`src/rtl/lcd_bus_pkg.sv`:
```
package lcd_bus_pkg;

  typedef enum logic [1:0] {
    PH_IDLE,
    PH_SETUP,
    PH_HIGH,
    PH_HOLD
  } phase_e;

  typedef enum logic [1:0] {
    SQ_IDLE,
    SQ_XFER,
    SQ_WAIT
  } seq_e;

  function automatic int unsigned umax(input int unsigned a, input int unsigned b);
    return (a > b) ? a : b;
  endfunction

  // clear and home style instructions need the long execution wait
  function automatic logic is_slow_instr(input logic [7:0] b);
    return (b[7:2] == 6'd0) && (b[1:0] != 2'd0);
  endfunction

endpackage

```
`src/rtl/lcd_strobe_gen.sv`:
```
module lcd_strobe_gen
  import lcd_bus_pkg::*;
#(
  parameter int unsigned T_SETUP = 10,
  parameter int unsigned T_EHIGH = 30,
  parameter int unsigned T_LOW   = 10
) (
  input  logic       clk_i,
  input  logic       rst_ni,
  input  logic       start_i,
  input  logic       rs_i,
  input  logic       rw_i,
  input  logic [7:0] lane_i,
  output logic       done_o,
  output logic [7:0] sample_o,
  output logic       e_o,
  output logic       rs_o,
  output logic       rw_o,
  output logic [7:0] db_o,
  output logic       db_oe_o,
  input  logic [7:0] db_i
);

  localparam int unsigned TMAX = umax(umax(T_SETUP, T_EHIGH), T_LOW);
  localparam int unsigned CW   = $clog2(TMAX + 1);

  phase_e        ph_q;
  logic [CW-1:0] cnt_q;
  logic          rs_q, rw_q, done_q;
  logic [7:0]    lane_q, smp_q;

  always_ff @(posedge clk_i or negedge rst_ni) begin
    if (!rst_ni) begin
      ph_q   <= PH_IDLE;
      cnt_q  <= '0;
      rs_q   <= 1'b0;
      rw_q   <= 1'b0;
      lane_q <= '0;
      smp_q  <= '0;
      done_q <= 1'b0;
    end else begin
      done_q <= 1'b0;
      unique case (ph_q)
        PH_IDLE: begin
          if (start_i) begin
            ph_q   <= PH_SETUP;
            cnt_q  <= CW'(T_SETUP - 1);
            rs_q   <= rs_i;
            rw_q   <= rw_i;
            lane_q <= lane_i;
          end
        end
        PH_SETUP: begin
          if (cnt_q == '0) begin
            ph_q  <= PH_HIGH;
            cnt_q <= CW'(T_EHIGH - 1);
          end else begin
            cnt_q <= cnt_q - 1'b1;
          end
        end
        PH_HIGH: begin
          if (cnt_q == '0) begin
            smp_q <= db_i;  // read delay covered by E high width
            ph_q  <= PH_HOLD;
            cnt_q <= CW'(T_LOW - 1);
          end else begin
            cnt_q <= cnt_q - 1'b1;
          end
        end
        PH_HOLD: begin
          if (cnt_q == '0) begin
            ph_q   <= PH_IDLE;
            done_q <= 1'b1;
          end else begin
            cnt_q <= cnt_q - 1'b1;
          end
        end
        default: ph_q <= PH_IDLE;
      endcase
    end
  end

  assign done_o   = done_q;
  assign sample_o = smp_q;
  assign e_o      = (ph_q == PH_HIGH);
  assign rs_o     = rs_q;
  assign rw_o     = rw_q;
  assign db_o     = lane_q;
  assign db_oe_o  = (ph_q != PH_IDLE) && !rw_q;

endmodule

```
`src/rtl/lcd_wait_timer.sv`:
```
module lcd_wait_timer #(
  parameter int unsigned W = 18
) (
  input  logic         clk_i,
  input  logic         rst_ni,
  input  logic         load_i,
  input  logic [W-1:0] val_i,
  output logic         idle_o
);

  logic [W-1:0] cnt_q;

  always_ff @(posedge clk_i or negedge rst_ni) begin
    if (!rst_ni)            cnt_q <= '0;
    else if (load_i)        cnt_q <= val_i;
    else if (cnt_q != '0)   cnt_q <= cnt_q - 1'b1;
  end

  assign idle_o = (cnt_q == '0);

endmodule

```
`src/rtl/lcd_bus_engine.sv`:
```
module lcd_bus_engine
  import lcd_bus_pkg::*;
#(
  parameter bit          POLL_BUSY  = 1'b1,
  parameter int unsigned T_SETUP    = 10,
  parameter int unsigned T_EHIGH    = 30,
  parameter int unsigned T_HOLD     = 2,
  parameter int unsigned T_CYCLE    = 50,
  parameter int unsigned T_GAP      = 185,
  parameter int unsigned WAIT_SHORT = 4300,
  parameter int unsigned WAIT_LONG  = 153000
) (
  input  logic       clk_i,
  input  logic       rst_ni,
  input  logic       req_valid_i,
  output logic       req_ready_o,
  input  logic [1:0] req_kind_i,
  input  logic [7:0] req_data_i,
  input  logic       req_nibble_i,
  output logic       rsp_valid_o,
  output logic [7:0] rsp_data_o,
  output logic       lcd_rs_o,
  output logic       lcd_rw_o,
  output logic       lcd_e_o,
  output logic [7:0] lcd_db_o,
  output logic       lcd_db_oe_o,
  input  logic [7:0] lcd_db_i
);

  // low time after E falls, stretched so the whole E cycle meets T_CYCLE
  localparam int unsigned T_LOW =
    (T_CYCLE > T_EHIGH + T_SETUP + T_HOLD) ? (T_CYCLE - T_EHIGH - T_SETUP) : T_HOLD;
  localparam int unsigned WW = $clog2(umax(umax(WAIT_LONG, WAIT_SHORT), T_GAP) + 1);

  seq_e          sq_q;
  logic          m4_q, rd_q, rs_q, poll_q, nib_q;
  logic [7:0]    byte_q, rsp_q;
  logic [3:0]    hi_q;
  logic          start_q, rsp_valid_q, tmr_load_q;
  logic [WW-1:0] tmr_val_q;

  logic          xf_done, tmr_idle;
  logic [7:0]    xf_smp, lane, got;
  logic          xf_rs, xf_rw;

  always_comb begin
    if (m4_q) lane = {(nib_q ? byte_q[3:0] : byte_q[7:4]), 4'b0000};
    else      lane = byte_q;
  end

  assign got   = m4_q ? {hi_q, xf_smp[7:4]} : xf_smp;
  assign xf_rs = poll_q ? 1'b0 : rs_q;
  assign xf_rw = poll_q | rd_q;

  // per-write wait after the last transfer of the byte
  logic [WW-1:0] post_wait;
  generate
    if (POLL_BUSY) begin : g_poll
      assign post_wait = WW'(T_GAP);
    end else begin : g_fixed
      assign post_wait = is_slow_instr(byte_q) && !rs_q ? WW'(WAIT_LONG) : WW'(WAIT_SHORT);
    end
  endgenerate

  always_ff @(posedge clk_i or negedge rst_ni) begin
    if (!rst_ni) begin
      sq_q        <= SQ_IDLE;
      m4_q        <= 1'b0;
      rd_q        <= 1'b0;
      rs_q        <= 1'b0;
      poll_q      <= 1'b0;
      nib_q       <= 1'b0;
      byte_q      <= '0;
      hi_q        <= '0;
      rsp_q       <= '0;
      start_q     <= 1'b0;
      rsp_valid_q <= 1'b0;
      tmr_load_q  <= 1'b0;
      tmr_val_q   <= '0;
    end else begin
      start_q     <= 1'b0;
      rsp_valid_q <= 1'b0;
      tmr_load_q  <= 1'b0;
      unique case (sq_q)
        SQ_IDLE: begin
          if (req_valid_i) begin
            m4_q    <= req_nibble_i;
            rd_q    <= req_kind_i[1];
            rs_q    <= !req_kind_i[1] && req_kind_i[0];
            byte_q  <= req_data_i;
            nib_q   <= 1'b0;
            poll_q  <= 1'b0;
            start_q <= 1'b1;
            sq_q    <= SQ_XFER;
          end
        end
        SQ_XFER: begin
          if (xf_done) begin
            if (m4_q && !nib_q) begin
              hi_q    <= xf_smp[7:4];
              nib_q   <= 1'b1;
              start_q <= 1'b1;
            end else begin
              nib_q <= 1'b0;
              if (poll_q) begin
                if (got[7]) begin
                  start_q <= 1'b1;
                end else begin
                  poll_q     <= 1'b0;
                  tmr_load_q <= 1'b1;
                  tmr_val_q  <= post_wait;
                  sq_q       <= SQ_WAIT;
                end
              end else if (rd_q) begin
                rsp_q       <= got;
                rsp_valid_q <= 1'b1;
                sq_q        <= SQ_IDLE;
              end else if (POLL_BUSY) begin
                poll_q  <= 1'b1;
                start_q <= 1'b1;
              end else begin
                tmr_load_q <= 1'b1;
                tmr_val_q  <= post_wait;
                sq_q       <= SQ_WAIT;
              end
            end
          end
        end
        SQ_WAIT: begin
          if (!tmr_load_q && tmr_idle) sq_q <= SQ_IDLE;
        end
        default: sq_q <= SQ_IDLE;
      endcase
    end
  end

  lcd_strobe_gen #(
    .T_SETUP (T_SETUP),
    .T_EHIGH (T_EHIGH),
    .T_LOW   (T_LOW)
  ) u_strobe (
    .clk_i    (clk_i),
    .rst_ni   (rst_ni),
    .start_i  (start_q),
    .rs_i     (xf_rs),
    .rw_i     (xf_rw),
    .lane_i   (lane),
    .done_o   (xf_done),
    .sample_o (xf_smp),
    .e_o      (lcd_e_o),
    .rs_o     (lcd_rs_o),
    .rw_o     (lcd_rw_o),
    .db_o     (lcd_db_o),
    .db_oe_o  (lcd_db_oe_o),
    .db_i     (lcd_db_i)
  );

  lcd_wait_timer #(.W(WW)) u_timer (
    .clk_i  (clk_i),
    .rst_ni (rst_ni),
    .load_i (tmr_load_q),
    .val_i  (tmr_val_q),
    .idle_o (tmr_idle)
  );

  assign req_ready_o = (sq_q == SQ_IDLE);
  assign rsp_valid_o = rsp_valid_q;
  assign rsp_data_o  = rsp_q;

endmodule

```
`config.mk`:
```
export PLATFORM = sky130hd
export DESIGN_NAME = lcd_bus_engine
export DESIGN_NICKNAME = d
export VERILOG_FILES = /design/src/rtl/lcd_bus_pkg.sv /design/src/rtl/lcd_strobe_gen.sv /design/src/rtl/lcd_wait_timer.sv /design/src/rtl/lcd_bus_engine.sv
export SDC_FILE = /design/constraint.sdc
export NUM_CORES = 1
export LEC_CHECK = 0
export BUFFER_PORTS_ARGS = -buffer_cell sky130_fd_sc_hd__buf_2
export CORE_MARGIN = 4
export CORE_UTILIZATION = 55
export CTS_CLUSTER_DIAMETER = 60
export CTS_CLUSTER_SIZE = 20
export DETAILED_ROUTE_END_ITERATION = 10
export PLACE_DENSITY_LB_ADDON = 0.12
export REMOVE_ABC_BUFFERS = 1
export SLEW_MARGIN = 20
export SYNTH_ARGS = -nofsm -noshare
export SYNTH_HDL_FRONTEND = slang
export SYNTH_SLANG_ARGS = --single-unit
export TNS_END_PERCENT = 1
```
`constraint.sdc`:
```
create_clock -name clk_i -period 3 [get_ports clk_i]
set_input_delay 0.15 -clock clk_i [delete_from_list [all_inputs] [get_ports clk_i]]
set_output_delay 0.15 -clock clk_i [all_outputs]
set_load 0.05 [all_outputs]
```
* After elaboration in Yosys (flattened, before gate mapping)
Cells that the tools add are included.
** Cells by class
- $add $sub $neg :: 2
- Equality and inequality tests :: 16
- Multiplexer cells :: 50
- Bitwise gates (word level) :: 4
- Reduce and logical (&&, ||, !) cells :: 27
** Operator list (count)
- $mux W18 :: 2
- $mux W1 :: 24
- $mux W2 :: 11
- $mux W5 :: 4
- $pmux W5 S4 :: 1
- $logic_not A18 Y1 :: 1
- $reduce_bool A18 Y1 :: 1
- $sub A18 B1 Y18 const B :: 1
- $mux W8 :: 2
- $ne A2 B2 Y1 const B :: 5
- $reduce_and A5 Y1 :: 2
- $ne A2 B1 Y1 const B :: 4
- $pmux W2 S4 :: 1
- $reduce_and A2 Y1 :: 4
- $reduce_and A4 Y1 :: 2
- $eq A2 B2 Y1 const B :: 3
- $ne A3 B3 Y1 const B :: 2
- $pmux W1 S2 :: 3
- $pmux W2 S3 :: 1
- $reduce_and A3 Y1 :: 2
- $reduce_and A6 Y1 :: 1
- $reduce_bool A2 Y1 :: 3
- $logic_not A5 Y1 :: 1
- $sub A5 B1 Y5 const B :: 1
- other kinds (7) :: 17
** Word-level totals
- Flip-flop bits (word level) :: 75
- Output and inout port bits :: 22

* Logic depth before layout (Yosys ltp)
Gate-level depths: netlist of the first run.
- Depth in word-level cells :: 6
- Depth in mapped cells :: 7
- Depth with buffers taken out :: 6

* Hierarchy
Synthesis of the first run repeated with hierarchy kept, for this count alone.
** Second synthesis, totals
- Cell total of the unflattened synthesis :: 309
- Area total of the unflattened synthesis :: 3746.1 sq um
** Modules (own cells, without submodules)
- lcd_bus_engine :: times used 1, cells each 111, area an instance 1508.9 sq um, seq. area each 775.7 sq um
- lcd_strobe_gen :: times used 1, cells each 88, area an instance 1156.1 sq um, seq. area each 650.6 sq um
- lcd_wait_timer :: times used 1, cells each 110, area an instance 1081.0 sq um, seq. area each 450.4 sq um

* Worst setup path after synthesis of the first run
No wires, ideal clock.
- Path type :: flip-flop to flip-flop
- From :: register sq_q[0]
- To :: register byte_q[0]
- Setup time :: 125 ps
- Arrival time :: 2186 ps
- Data required time :: 2875 ps
- Slack :: 690 ps
- Stages on the path, launching flop included :: 6
- Path buffers :: 2
- Clock period less this slack :: 2310 ps
- Path through :: dfrtp_1 clkbuf_1 nor2_1 and2_0 clkbuf_1 mux2_2
** On the way
- Cells in the longest elaborated chain, start to end :: 2
** Ends and longest elaborated chain
- from (decl) :: line lcd_bus_engine.sv:35 : seq_e sq_q;
- from (signal assigned) :: line lcd_bus_engine.sv:67 : sq_q <= SQ_IDLE;
- from (signal assigned) :: line lcd_bus_engine.sv:94 : sq_q <= SQ_XFER;
- from (signal assigned) :: line lcd_bus_engine.sv:112 : sq_q <= SQ_WAIT;
- $logic_not A2 Y1
- named net req_ready_o :: line lcd_bus_engine.sv:16 : output logic req_ready_o,
- $reduce_and A2 Y1 (no source line)
- to (signal assigned) :: line lcd_bus_engine.sv:90 : byte_q <= req_data_i;
- to (decl) :: line lcd_bus_engine.sv:37 : logic [7:0] byte_q, rsp_q;
The timed path passes the listed nets, and every way through them passes these cells.
A chain may end at the register's enable or synchronous reset.

* Final worst setup path of the first run
- From :: register u_timer.cnt_q[0]
- To :: register u_timer.cnt_q[14]
** On the way
- Cells in the longest elaborated chain, start to end :: 3
** Ends and longest elaborated chain
- from (decl) :: line lcd_wait_timer.sv:11 : logic [W-1:0] cnt_q;
- from (signal assigned) :: line lcd_wait_timer.sv:15 : else if (load_i) cnt_q <= val_i;
- from (signal assigned) :: line lcd_wait_timer.sv:16 : else if (cnt_q != '0) cnt_q <= cnt_q - 1'b1;
- $sub A18 B1 Y18 :: line lcd_wait_timer.sv:16
- $mux W18 :: line lcd_wait_timer.sv:16
- $mux W18 :: line lcd_wait_timer.sv:15
Parallel ways exist; a longest one is shown, timed or not. The select of a mux whose other input is x is not followed.

==> summary.txt, run 1 <==
Global routing
  – Initial antenna violation count: 0
  – GRT Resource Usage Total: 0.192
  – Gr ovfl total: 0
  – Global-route wire length before repair: 11700 microns
  – Largest net degree at the start of global routing: 76
  – Vias in the first global route: 2628

Clock tree
  – Worst skew pair latency: 0.35 ns
  – # hold bufs at CTS: 1
  – # clock sinks: 75
  – Buffers from clock root to sink, at most: 2
  – H-tree Lvls: 3
  – Clk root buf: clkbuf_8
  – Cts repair resizes: 0
  – CTS tree: done
  – CTS buffer count: 9
  – Clock transition at path regs: 0.08 ns
  – Post-CTS setup buffer count: 0

STA
  – RSZ-0062 raised after global routing: no
  – Final Setup Violations: 0
  – Worst Skew: 0.0139 ns
  – Final min period: 2.45 ns
  – Hold Fails Final Rpt: 0
  – Fmax: 408 MHz
  – Period utilisation layout: 0.816
  – Fin. max-slew vios: 0
  – Worst-margin pin slew: 0.941 ns
  – Slew HR: 0.372
  – Fin Setup TNS: 0 ns

Setup path
  – WP data arrival: 2.71 ns
  – Required @ worst endpoint: 3.26 ns
  – Critical path class: flip-flop to flip-flop
  – Crit end category: flip-flop
  – Crit-path max FO: 12
  – CP Launch Type: flip-flop

Finish
  – Fillcell total: 553
  – Final #Nets: 405
  – Most common cell after layout, fill and taps aside: dfrtp_1
  – Final std cells w/o fill: 459
  – Fin util: 0.645
  – Most frequent cells in the layout: dfrtp_1, buf_2, o21ai_0
  – Area growth, synth to finish: 14.3%
  – Layout cell share with drive strength beyond 1: 0.254
  – # diodes: 0

Floorplan
  – IO Pins: 44
  – Die Y: 88.5 microns
  – Die width: 88.5 microns
  – Initial Util: 0.564
  – Core Region: 6310 sq um
  – DIE AREA: 7830 sq um
  – Core Rows: 29

Placed design
  – I/O Buffers: 43
  – Gpl congestion: 0.788
  – # placed instances: 442
  – Post-DP HPWL: 4620 microns

Synthesis
  – EDFF count, synth: 0
  – Seq cells post-synth: 75
  – Seq/Total Area, Yosys: 0.527
  – Count of different cell masters after synthesis: 49
  – Netlist Area Pre-Place: 3560 sq um
  – Ys async rst share: 1.00
  – Cells after synthesis: 333
  – Syn_area_per_cell: 10.7 sq um
  – YS warnings: 0
  – Top FF cell, synth: dfrtp_1

Routing
  – WL/cell: 15.1 microns
  – WL final: 6920 microns
  – Drt drc: 0
  – Via/cell ratio: 5.75
  – TritonRoute pass-1 iters: 4
  – Post-route antenna net violation count: 0
  – Via Count: 2640
  – Initial drt markers: 138

Pwr
  – Power Density: 490 nW/um^2
  – Worst VDD drop: 0.305 mV
  – Leakage: 2.03 nW

Status
  – Outcome: complete, no violations

Worst hold path
  – Worst hold path class: input pin to flip-flop

Flow run
  – # Max-Cap Violations: 0
==> worst paths after layout <==
kind | from | endpoint | slack (ns) | depth (start not counted)
worst max register to register | u_timer.cnt_q[0] | u_timer.cnt_q[14] | 0.55 | 6
worst min-delay path | req_data_i[2] | byte_q[2] | 0.03 | 2
min in group asynchronous | rst_ni | u_timer.cnt_q[10] | 0.45 | 2
worst min register to register | u_strobe.db_o[1] | u_strobe.db_o[1] | 0.48 | 2
max in group asynchronous | rst_ni | u_strobe.sample_o[5] | 1.90 | 2
worst max-delay path | u_timer.cnt_q[0] | u_timer.cnt_q[14] | 0.55 | 6
==> Yosys cell counts, types with 3 or more instances <==
master,count,area [sq um]
mux2_2,27,304
nand2b_1,9,56.3
nor4_1,4,25.0
clkbuf_1,12,45.0
nor2b_1,8,50.1
ha_1,6,75.1
dfrtp_1,75,1880
or4_1,6,45.0
nand2_1,28,105
nand3_1,3,15.0
inv_1,12,45.0
a21oi_1,18,90.1
o31ai_1,4,30.0
a211o_1,4,35.0
nand3b_1,4,30.0
o21ai_0,29,145
mux2i_1,12,120
or3_1,6,37.5
nor2_1,18,67.6
nor3_1,10,50.1
==> registers in the layout, summed over array words and instances, names as in the netlist, 2 cells and up <==
register and flops:
byte_q 8, hi_q 4, rsp_data_o 8, sq_q 2, u_strobe.cnt_q 5, u_strobe.db_o 8
u_strobe.ph_q 2, u_strobe.sample_o 8, u_timer.cnt_q 18
==> worst max-delay path, stage by stage, from the launching register on <==
cell	delay [ns]
dfrtp_1	0.43
inv_1	0.08
ha_1	0.19
or3b_1	0.45
or4_4	0.59
or4_1	0.49
a21oi_1	0.14
==> per-stage QoR <==
stage	instance area (sq um)	hold WS, ns	setup WS, ns	total power [mW]
final	4070	0.0295	0.552	1.99
after global placement	3840	0.358	0.654	1.15
after global routing	4070	0.0163	0.414	2.07
after detailed placement	3840	0.354	0.593	1.15
after floorplan	3500	-0.146	0.740	1.10
after CTS	4070	0.0170	0.552	2.02
==> cell type report <==
| cell class | instances | area (sq um) | share of cell area |
|---|---|---|---|
| sequential | 75 | 1880 | 0.461 |
| timing repair buffer | 47 | 250 | 0.0614 |
| multi-input combinational | 232 | 1580 | 0.388 |
| clock buffer | 9 | 124 | 0.0304 |
| inverter | 12 | 45.0 | 0.0111 |
| tap | 77 | 96.3 | 0.0237 |
| clock inverter | 7 | 100 | 0.0246 |
==> per-layer routing <==
metal | vias to the layer above | GRT usage | share of wire
li1 | 1280 | - | -
met1 | 1288 | 0.256 | 0.45
met2 | 62 | 0.313 | 0.50
met3 | 10 | 0.0410 | 0.041
met4 | 0 | 0.0659 | 0.013
met5 | - | 0 | 0
==> cell families after synthesis <==
| kind of cell | count (synthesis) | share of synthesized area |
|---|---|---|
| muxes | 39 | 0.119 |
| adders and majority gates | 6 | 0.0211 |
| AOI/OAI and AO/OA | 73 | 0.124 |
| buffers and inverters | 26 | 0.0295 |
| and+or+nand+nor | 113 | 0.177 |
| DFF | 75 | 0.527 |
| xor gates and xnor gates | 1 | 0.00246 |
==> power by group <==
part,leakage [nW],internal [mW],switching (mW)
combinational,0.931,0.0390,0.0450
sequential,0.989,1.03,0.0141
clock,0.108,0.475,0.391
total,2.03,1.54,0.450
Note: power is estimated with default switching activity, not from simulation.
==> run 2, diff against run 1 <==
--- a/config.mk
+++ b/config.mk
@@ -5,6 +5,7 @@
 export SDC_FILE = /design/constraint.sdc
 export NUM_CORES = 1
 export LEC_CHECK = 0
+export ABC_AREA = 1
 export BUFFER_PORTS_ARGS = -buffer_cell sky130_fd_sc_hd__buf_2
 export CORE_MARGIN = 4
 export CORE_UTILIZATION = 55
==> constraint.sdc (replaced) <==
create_clock -name clk_i -period 2.38 [get_ports clk_i]
set_input_delay 0.119 -clock clk_i [delete_from_list [all_inputs] [get_ports clk_i]]
set_output_delay 0.119 -clock clk_i [all_outputs]
set_load 0.05 [all_outputs]
==> summary.txt, run 2 <==
Setup path
  – Crit end category: output pin (was flip-flop)
  – Cell family with most CP delay: buffers and inverters (was simple AND/OR/NAND/NOR gates)
  – Required @ worst endpoint: 2.26 ns (was 3.26 ns)
  – Critical path class: flip-flop to output pin (was flip-flop to flip-flop)
  – CP Launch Type: flip-flop (unchanged)
  – Crit-path max FO: 11 (was 12)
  – WP data arrival: 1.62 ns (was 2.71 ns)
  – CP Buf/Inv Count: 2 (was 1)
  – Critical path cell sequence: inv_1 -> ha_1 -> buf_2 (was inv_1 -> ha_1 -> or3b_1 -> or4_4 -> or4_1 -> a21oi_1)
  – Crit-path slowest cell: ha_1 (was or4_4)
  – Slowest stage delay, CP: 0.42 ns (was 0.59 ns)

Synthesis
  – Cells after synthesis: 465 (was 333)
  – Leading area contributor after synthesis: dfrtp_1 (unchanged)
  – Top FF cell, synth: dfrtp_1 (unchanged)
  – Complex-gate fraction of the synthesized area: 0.0775 (was 0.124)
  – Largest family of logic cells by synthesized area: simple AND/OR/NAND/NOR gates (unchanged)
  – Seq/Total Area, Yosys: 0.503 (was 0.527)
  – Cell with the most instances after synthesis: nand2_1 (was dfrtp_1)
  – Synth Area in Adders: 0.0201 (was 0.0211)
  – Count of different cell masters after synthesis: 36 (was 49)
  – Syn_area_per_cell: 8.02 sq um (was 10.7 sq um)
  – Netlist Area Pre-Place: 3730 sq um (was 3560 sq um)
  – Post-synthesis mux area share: 0 (was 0.119)
  – Synth Area in XOR/XNOR: 0.00939 (was 0.00246)
  – Top post-synthesis cells by area: dfrtp_1, nand2_1, nand3_1 (was dfrtp_1, mux2_2, o21ai_0)
  – Top-area cell type share of the netlist area: 0.503 (was 0.527)
  – YS warnings: 0 (unchanged)
  – Ys async rst share: 1.00 (unchanged)
  – Commonest cells in the netlist: nand2_1, dfrtp_1, nor2_1 (was dfrtp_1, o21ai_0, nand2_1)
  – EDFF count, synth: 0 (unchanged)
  – Seq cells post-synth: 75 (unchanged)
  – Post-Synth Simple-Gate Area: 0.325 (was 0.177)

Floorplan
  – Die width: 90.4 microns (was 88.5 microns)
  – Core Region: 6460 sq um (was 6310 sq um)
  – Core Rows: 29 (unchanged)
  – Die Y: 90.4 microns (was 88.5 microns)
  – Initial Util: 0.577 (was 0.564)
  – IO Pins: 44 (unchanged)
  – DIE AREA: 8160 sq um (was 7830 sq um)

STA
  – Hold Fails Final Rpt: 0 (unchanged)
  – Final Setup Violations: 0 (unchanged)
  – Period utilisation layout: 0.732
  – Worst Skew: 0.0131 ns (was 0.0139 ns)
  – Fmax: 574 MHz
  – Slew HR: 0.380 (was 0.372)
  – Final min period: 1.74 ns
  – RSZ-0062 raised after global routing: no (unchanged)
  – Fin Setup TNS: 0 ns (unchanged)
  – Worst hold slack: 0.00774 ns (was 0.0295 ns)
  – Fin. max-slew vios: 0 (unchanged)
  – Worst-margin pin slew: 0.931 ns (was 0.941 ns)

Finish
  – Most common cell after layout, fill and taps aside: nand2_1 (was dfrtp_1)
  – Register Area: 1880 sq um (unchanged)
  – Fillcell total: 528 (was 553)
  – Largest register FFs: 18 (unchanged)
  – Area of the multi-input gates: 1610 sq um (was 1580 sq um)
  – Area growth, synth to finish: 18.5% (was 14.3%)
  – Final #Nets: 554 (was 405)
  – # diodes: 0 (unchanged)
  – Most frequent cells in the layout: nand2_1, dfrtp_1, nor2_1, buf_2, inv_1 (was dfrtp_1, buf_2, o21ai_0)
  – Post-route cell area: 4420 sq um (was 4070 sq um)
  – Largest Register: u_timer.cnt_q (unchanged)
  – Layout cell share with drive strength beyond 1: 0.185 (was 0.254)

Clock tree
  – CTS tree: done (unchanged)
  – Clock transition at path regs: 0.08 ns (about the same)
  – H-tree Lvls: 3 (unchanged)
  – Worst skew pair latency: 0.35 ns (about the same)
  – Buffers from clock root to sink, at most: 2 (unchanged)
  – # clock sinks: 75 (unchanged)
  – Cts repair resizes: 0 (unchanged)
  – Clk root buf: clkbuf_8 (unchanged)
  – CTS buffer count: 9 (unchanged)

Pwr
  – Power Density: 996 nW/um^2 (was 490 nW/um^2)
  – Switching share of power: 0.361 (was 0.226)
  – Switching power: 1.59 mW (was 0.450 mW)
  – Clk pwr share: 0.298 (was 0.434)
  – Gate power share: 0.288 (was 0.042)
  – Worst VDD drop: 0.604 mV (was 0.305 mV)
  – Leakage: 2.38 nW (was 2.03 nW)
  – Flop pwr share: 0.414 (was 0.524)
  – Internal: 2.81 mW (was 1.54 mW)

Global routing
  – Initial antenna violation count: 0 (unchanged)
  – Global-route wire length before repair: 13500 microns (was 11700 microns)
  – Vias in the first global route: 2994 (was 2628)
  – Largest net degree at the start of global routing: 76 (unchanged)
  – Gr ovfl total: 0 (unchanged)
  – GRT Resource Usage Total: 0.199 (was 0.192)

Routing
  – TritonRoute pass-1 iters: 5 (was 4)
  – Initial drt markers: 149 (was 138)
  – WL/cell: 12.6 microns (was 15.1 microns)
  – Via/cell ratio: 5.09 (was 5.75)
  – WL final: 7640 microns (was 6920 microns)
  – Via Count: 3097 (was 2640)
  – Drt drc: 0 (unchanged)
  – Post-route antenna net violation count: 0 (unchanged)

Worst hold path
  – Worst hold path class: input pin to flip-flop (unchanged)

Placed design
  – Area post-placement: 4000 sq um (was 3840 sq um)
  – Post-DP HPWL: 5450 microns (was 4620 microns)
  – Gpl congestion: 0.835 (was 0.788)
  – I/O Buffers: 43 (unchanged)

Status
  – Outcome: complete, no violations (unchanged)

Flow run
  – # Max-Cap Violations: 0 (unchanged)
==> run 2: worst paths after layout <==
kind	startpoint	endpoint	slack [ns]	depth (start not counted)
hold / removal	lcd_db_i[3]	u_strobe.sample_o[3]	0.008	3
hold reg to reg	tmr_val_q[0]	tmr_val_q[0]	0.47	2
setup / recovery	u_strobe.ph_q[0]	lcd_e_o	0.64	3
min in group asynchronous	rst_ni	u_timer.cnt_q[5]	0.45	2
setup reg to reg	u_strobe.cnt_q[0]	u_strobe.cnt_q[3]	0.68	8
max in group asynchronous	rst_ni	u_timer.cnt_q[7]	1.34	2
==> run 2: cells by family (layout without fill, tap and decap cells) <==
logic type | after synthesis | in the layout
compound gates | 53 | 53
xor+xnor | 4 | 4
fa+ha+maj | 6 | 6
buf+inv | 59 | 125
flops | 75 | 75
simple gates | 268 | 268
==> run 2: routing by layer <==
metal / up-vias / global-route usage / wire length (microns)
li1: 1590 / - / -
met1: 1447 / 0.262 / 3500
met2: 49 / 0.328 / 3700
met3: 11 / 0.0467 / 312
met4: 0 / 0.0612 / 117
met5: - / 0 / 0
==> run 2: power by group through the flow <==
stage	sequential (mW)	clock [mW]	combinational, mW
4_1_cts	1.82	1.34	1.28
3_3_place_gp	1.84	0	1.22
2_1_floorplan	1.78	0	1.01
3_5_place_dp	1.85	0	1.26
5_1_grt	1.87	1.40	1.46
6_report	1.82	1.31	1.27
==> run 2: timing repair <==
item                                    in CTS  in global routing
hold buffers                                15                  0
endpoints found under the setup margin       0                  0
setup buffers                                0                  0
endpoints found under the hold margin       89                  0
==> run 2: worst register-to-register path, stage by stage, from the launching register on <==
cell     delay, ns
dfrtp_1       0.36
inv_1         0.13
ha_1          0.30
nand3_2       0.14
inv_2         0.17
nand2_2       0.21
nand2_1       0.12
nand2_1       0.05
a21oi_1       0.13
==> run 2: metrics by stage <==
step | std cells | util | worst slack [ns] | power, mW
4_1_cts | 608 | 0.684 | 0.643 | 4.45
3_5_place_dp | 577 | 0.619 | 0.685 | 3.11
6_report | 608 | 0.684 | 0.639 | 4.40
5_1_grt | 608 | 0.684 | 0.532 | 4.73
2_1_floorplan | 457 | - | 0.607 | 2.79
3_3_place_gp | 577 | 0.619 | 0.816 | 3.06
==> run 2: final cells by class <==
| cell class | count | share of cell area |
|---|---|---|
| sequential | 75 | 0.425 |
| multi-input combinational | 331 | 0.364 |
| timing repair buffer | 58 | 0.0832 |
| inverter | 51 | 0.0450 |
| clock inverter | 7 | 0.0331 |
| clock buffer | 9 | 0.0280 |
| tap | 77 | 0.0218 |
==> run 3, diff against run 2 <==
--- a/config.mk
+++ b/config.mk
@@ -8,7 +8,7 @@
 export ABC_AREA = 1
 export BUFFER_PORTS_ARGS = -buffer_cell sky130_fd_sc_hd__buf_2
 export CORE_MARGIN = 4
-export CORE_UTILIZATION = 55
+export CORE_UTILIZATION = 52
 export CTS_CLUSTER_DIAMETER = 60
 export CTS_CLUSTER_SIZE = 20
 export DETAILED_ROUTE_END_ITERATION = 10
==> constraint.sdc (replaced) <==
create_clock -name clk_i -period 1.6 [get_ports clk_i]
set_input_delay 0.08 -clock clk_i [delete_from_list [all_inputs] [get_ports clk_i]]
set_output_delay 0.08 -clock clk_i [all_outputs]
set_load 0.05 [all_outputs]
==> summary.txt, run 3 (synthesis results as in run 2) <==
Placed design
  – Post-DP HPWL: 5600 microns (was 5450 microns)
  – I/O Buffers: 43 (unchanged)
  – Dpl ws: 0.0159 ns (was 0.685 ns)
  – # placed instances: 606 (was 577)
  – Gpl congestion: 0.855 (was 0.835)

Clock tree
  – Clk root buf: clkbuf_8 (unchanged)
  – CTS tree: done (unchanged)
  – Post-CTS setup buffer count: 0 (unchanged)
  – Buffers from clock root to sink, at most: 2 (unchanged)
  – H-tree Lvls: 3 (unchanged)
  – Worst skew pair latency: 0.34 ns (was 0.35 ns)
  – Clock transition at path regs: 0.08 ns (about the same)
  – CTS buffer count: 9 (unchanged)
  – # clock sinks: 75 (unchanged)

Setup path
  – CP Launch Type: flip-flop (unchanged)
  – CP Buf/Inv Count: 3 (was 2)
  – Required @ worst endpoint: 1.52 ns (was 2.26 ns)
  – Crit-path slowest cell: dfrtp_1 (was ha_1)
  – Worst Setup SP: u_strobe.ph_q[1] (was u_strobe.ph_q[0])
  – Cell family with most CP delay: buffers and inverters (unchanged)
  – FF-to-FF path depth: 7 (was 8)
  – WP data arrival: 1.43 ns (was 1.62 ns)
  – Crit. path cell count: 5 (was 3)
  – Reg-to-Reg Start: u_timer.cnt_q[0] (was u_strobe.cnt_q[0])
  – Slowest stage delay, CP: 0.38 ns (was 0.42 ns)
  – Critical path cell sequence: inv_1 -> ha_2 -> buf_4 -> nor2_2 -> buf_6 (was inv_1 -> ha_1 -> buf_2)
  – Crit end category: output pin (unchanged)
  – Crit-path max FO: 5 (was 11)
  – Critical path class: flip-flop to output pin (unchanged)

Pwr
  – Power Density: 1330 nW/um^2 (was 996 nW/um^2)
  – Switching share of power: 0.394 (was 0.361)
  – Switching power: 2.36 mW (was 1.59 mW)
  – Tot Pwr: 5.99 mW (was 4.40 mW)
  – Gate power share: 0.333 (was 0.288)
  – Leakage: 2.41 nW (was 2.38 nW)
  – Internal: 3.63 mW (was 2.81 mW)
  – Flop pwr share: 0.453 (was 0.414)
  – Worst VDD drop: 0.973 mV (was 0.604 mV)
  – Clk pwr share: 0.214 (was 0.298)

Floorplan
  – Core Region: 6870 sq um (was 6460 sq um)
  – DIE AREA: 8590 sq um (was 8160 sq um)
  – Die width: 92.7 microns (was 90.4 microns)
  – Initial Util: 0.543 (was 0.577)
  – Core Rows: 30 (was 29)
  – IO Pins: 44 (unchanged)
  – Die Y: 92.7 microns (was 90.4 microns)

Worst hold path
  – Worst hold path class: input pin to flip-flop (unchanged)
  – Hold path cells: 3 (unchanged)
  – Hold_sp: req_kind_i[1] (was lcd_db_i[3])

STA
  – Final min period: 1.51 ns
  – Hold Fails Final Rpt: 0 (unchanged)
  – Period utilisation layout: 0.946
  – Final Setup Violations: 0 (unchanged)
  – Fmax: 661 MHz
  – Worst setup margin: 0.0868 ns (was 0.639 ns)
  – RSZ-0062 raised after global routing: yes (was no)
  – Fin. max-slew vios: 0 (unchanged)
  – Worst hold slack: 0.0229 ns (was 0.00774 ns)
  – Slew HR: 0.718 (was 0.380)
  – Worst Skew: 0.0115 ns (was 0.0131 ns)
  – Worst-margin pin slew: 0.421 ns (was 0.931 ns)
  – Fin Setup TNS: 0 ns (unchanged)

Routing
  – WL/cell: 12.2 microns (was 12.6 microns)
  – Drt drc: 0 (unchanged)
  – WL final: 7820 microns (was 7640 microns)
  – TritonRoute pass-1 iters: 5 (unchanged)
  – Via Count: 3124 (was 3097)
  – Initial drt markers: 160 (was 149)
  – Via/cell ratio: 4.88 (was 5.09)
  – Post-route antenna net violation count: 0 (unchanged)

Finish
  – Final std cells w/o fill: 640 (was 608)
  – Most frequent cells in the layout: nand2_1, dfrtp_1, nor2_1 (was nand2_1, dfrtp_1, nor2_1, buf_2, inv_1)
  – Most common cell after layout, fill and taps aside: nand2_1 (unchanged)
  – Layout cell share with drive strength beyond 1: 0.210 (was 0.185)
  – # diodes: 0 (unchanged)
  – Largest Register: u_timer.cnt_q (unchanged)
  – Area growth, synth to finish: 20.9% (was 18.5%)
  – Final #Nets: 568 (was 554)
  – Largest register FFs: 18 (unchanged)

Global routing
  – Gr ovfl total: 0 (unchanged)
  – Vias in the first global route: 3134 (was 2994)
  – Largest net degree at the start of global routing: 53 (was 76)
  – Initial antenna violation count: 0 (unchanged)
  – Global-route wire length before repair: 14000 microns (was 13500 microns)
  – GRT Resource Usage Total: 0.201 (was 0.199)

Status
  – Outcome: complete, no violations (unchanged)

Flow run
  – # Max-Cap Violations: 0 (unchanged)
-- run 3: cell types whose count changed in the layout (fill, tap and decap cells not counted), moves of 3 or more --
| cell | before | now |
|---|---|---|
| buf_4 | 1 | 9 |
| clkinv_2 | 0 | 3 |
| dlygate4sd3_1 | 15 | 19 |
| ha_2 | 0 | 4 |
| ha_1 | 6 | 2 |
| buf_6 | 0 | 3 |
| bufinv_16 | 4 | 0 |
-- run 3: final timing paths --
path / endpoint / slack [ns]
setup / recovery: lcd_db_oe_o / 0.09
hold / removal: rd_q / 0.02
setup reg to reg: u_timer.cnt_q[9] / 0.12
hold reg to reg: tmr_val_q[0] / 0.47
max in group asynchronous: m4_q / 0.85
min in group asynchronous: u_timer.cnt_q[16] / 0.18
-- run 3: final cells by class --
type / count / area, sq um
inverters: 51 / 199
multi-input cells: 331 / 1630
well taps: 96 / 120
clock inverters: 5 / 30.0
fillers: 586 / 2360
clock buffers: 10 / 138
flip-flops and latches: 75 / 1880
repair buffers: 72 / 512
-- run 3: timing repair --
| action | 4_1_cts | 5_1_grt |
|---|---|---|
| setup endpoints to repair | 3 | 20 |
| hold buffers | 18 | 1 |
| cloned | 0 | 0 |
| resized for setup | 3 | 10 |
| endpoints found under the hold margin | 40 | 1 |
| pin swaps | 0 | 2 |
-- run 3: through the flow --
step	cell area, sq um	util
final	4510	0.656
after global routing	4510	0.656
after CTS	4470	0.650
after detailed placement	4110	0.599
after global placement	4110	0.599
after floorplan	3690	-
-- run 3: worst register-to-register path: stages, from the launching register on --
cell and delay, ns:
dfrtp_1 0.41, inv_1 0.11, ha_2 0.22, nand2_2 0.12, nor2_8 0.15, nand4_4 0.16, inv_4 0.14, nor2_1 0.06
-- run 3: power groups by stage --
stage	clock network [mW]	logic (mW)	registers, mW
after detailed placement	0	1.96	2.74
after global placement	0	1.90	2.73
final	1.28	2.00	2.71
after floorplan	0	1.50	2.64
after CTS	1.31	2.01	2.71
after global routing	1.40	2.28	2.78
-- run 3: per-layer routing --
metal	GRT usage	vias to the layer above	share of wire
li1	-	1618	-
met1	0.266	1439	0.48
met2	0.340	60	0.48
met3	0.0341	7	0.034
met4	0.0623	0	0.010
met5	0	-	0
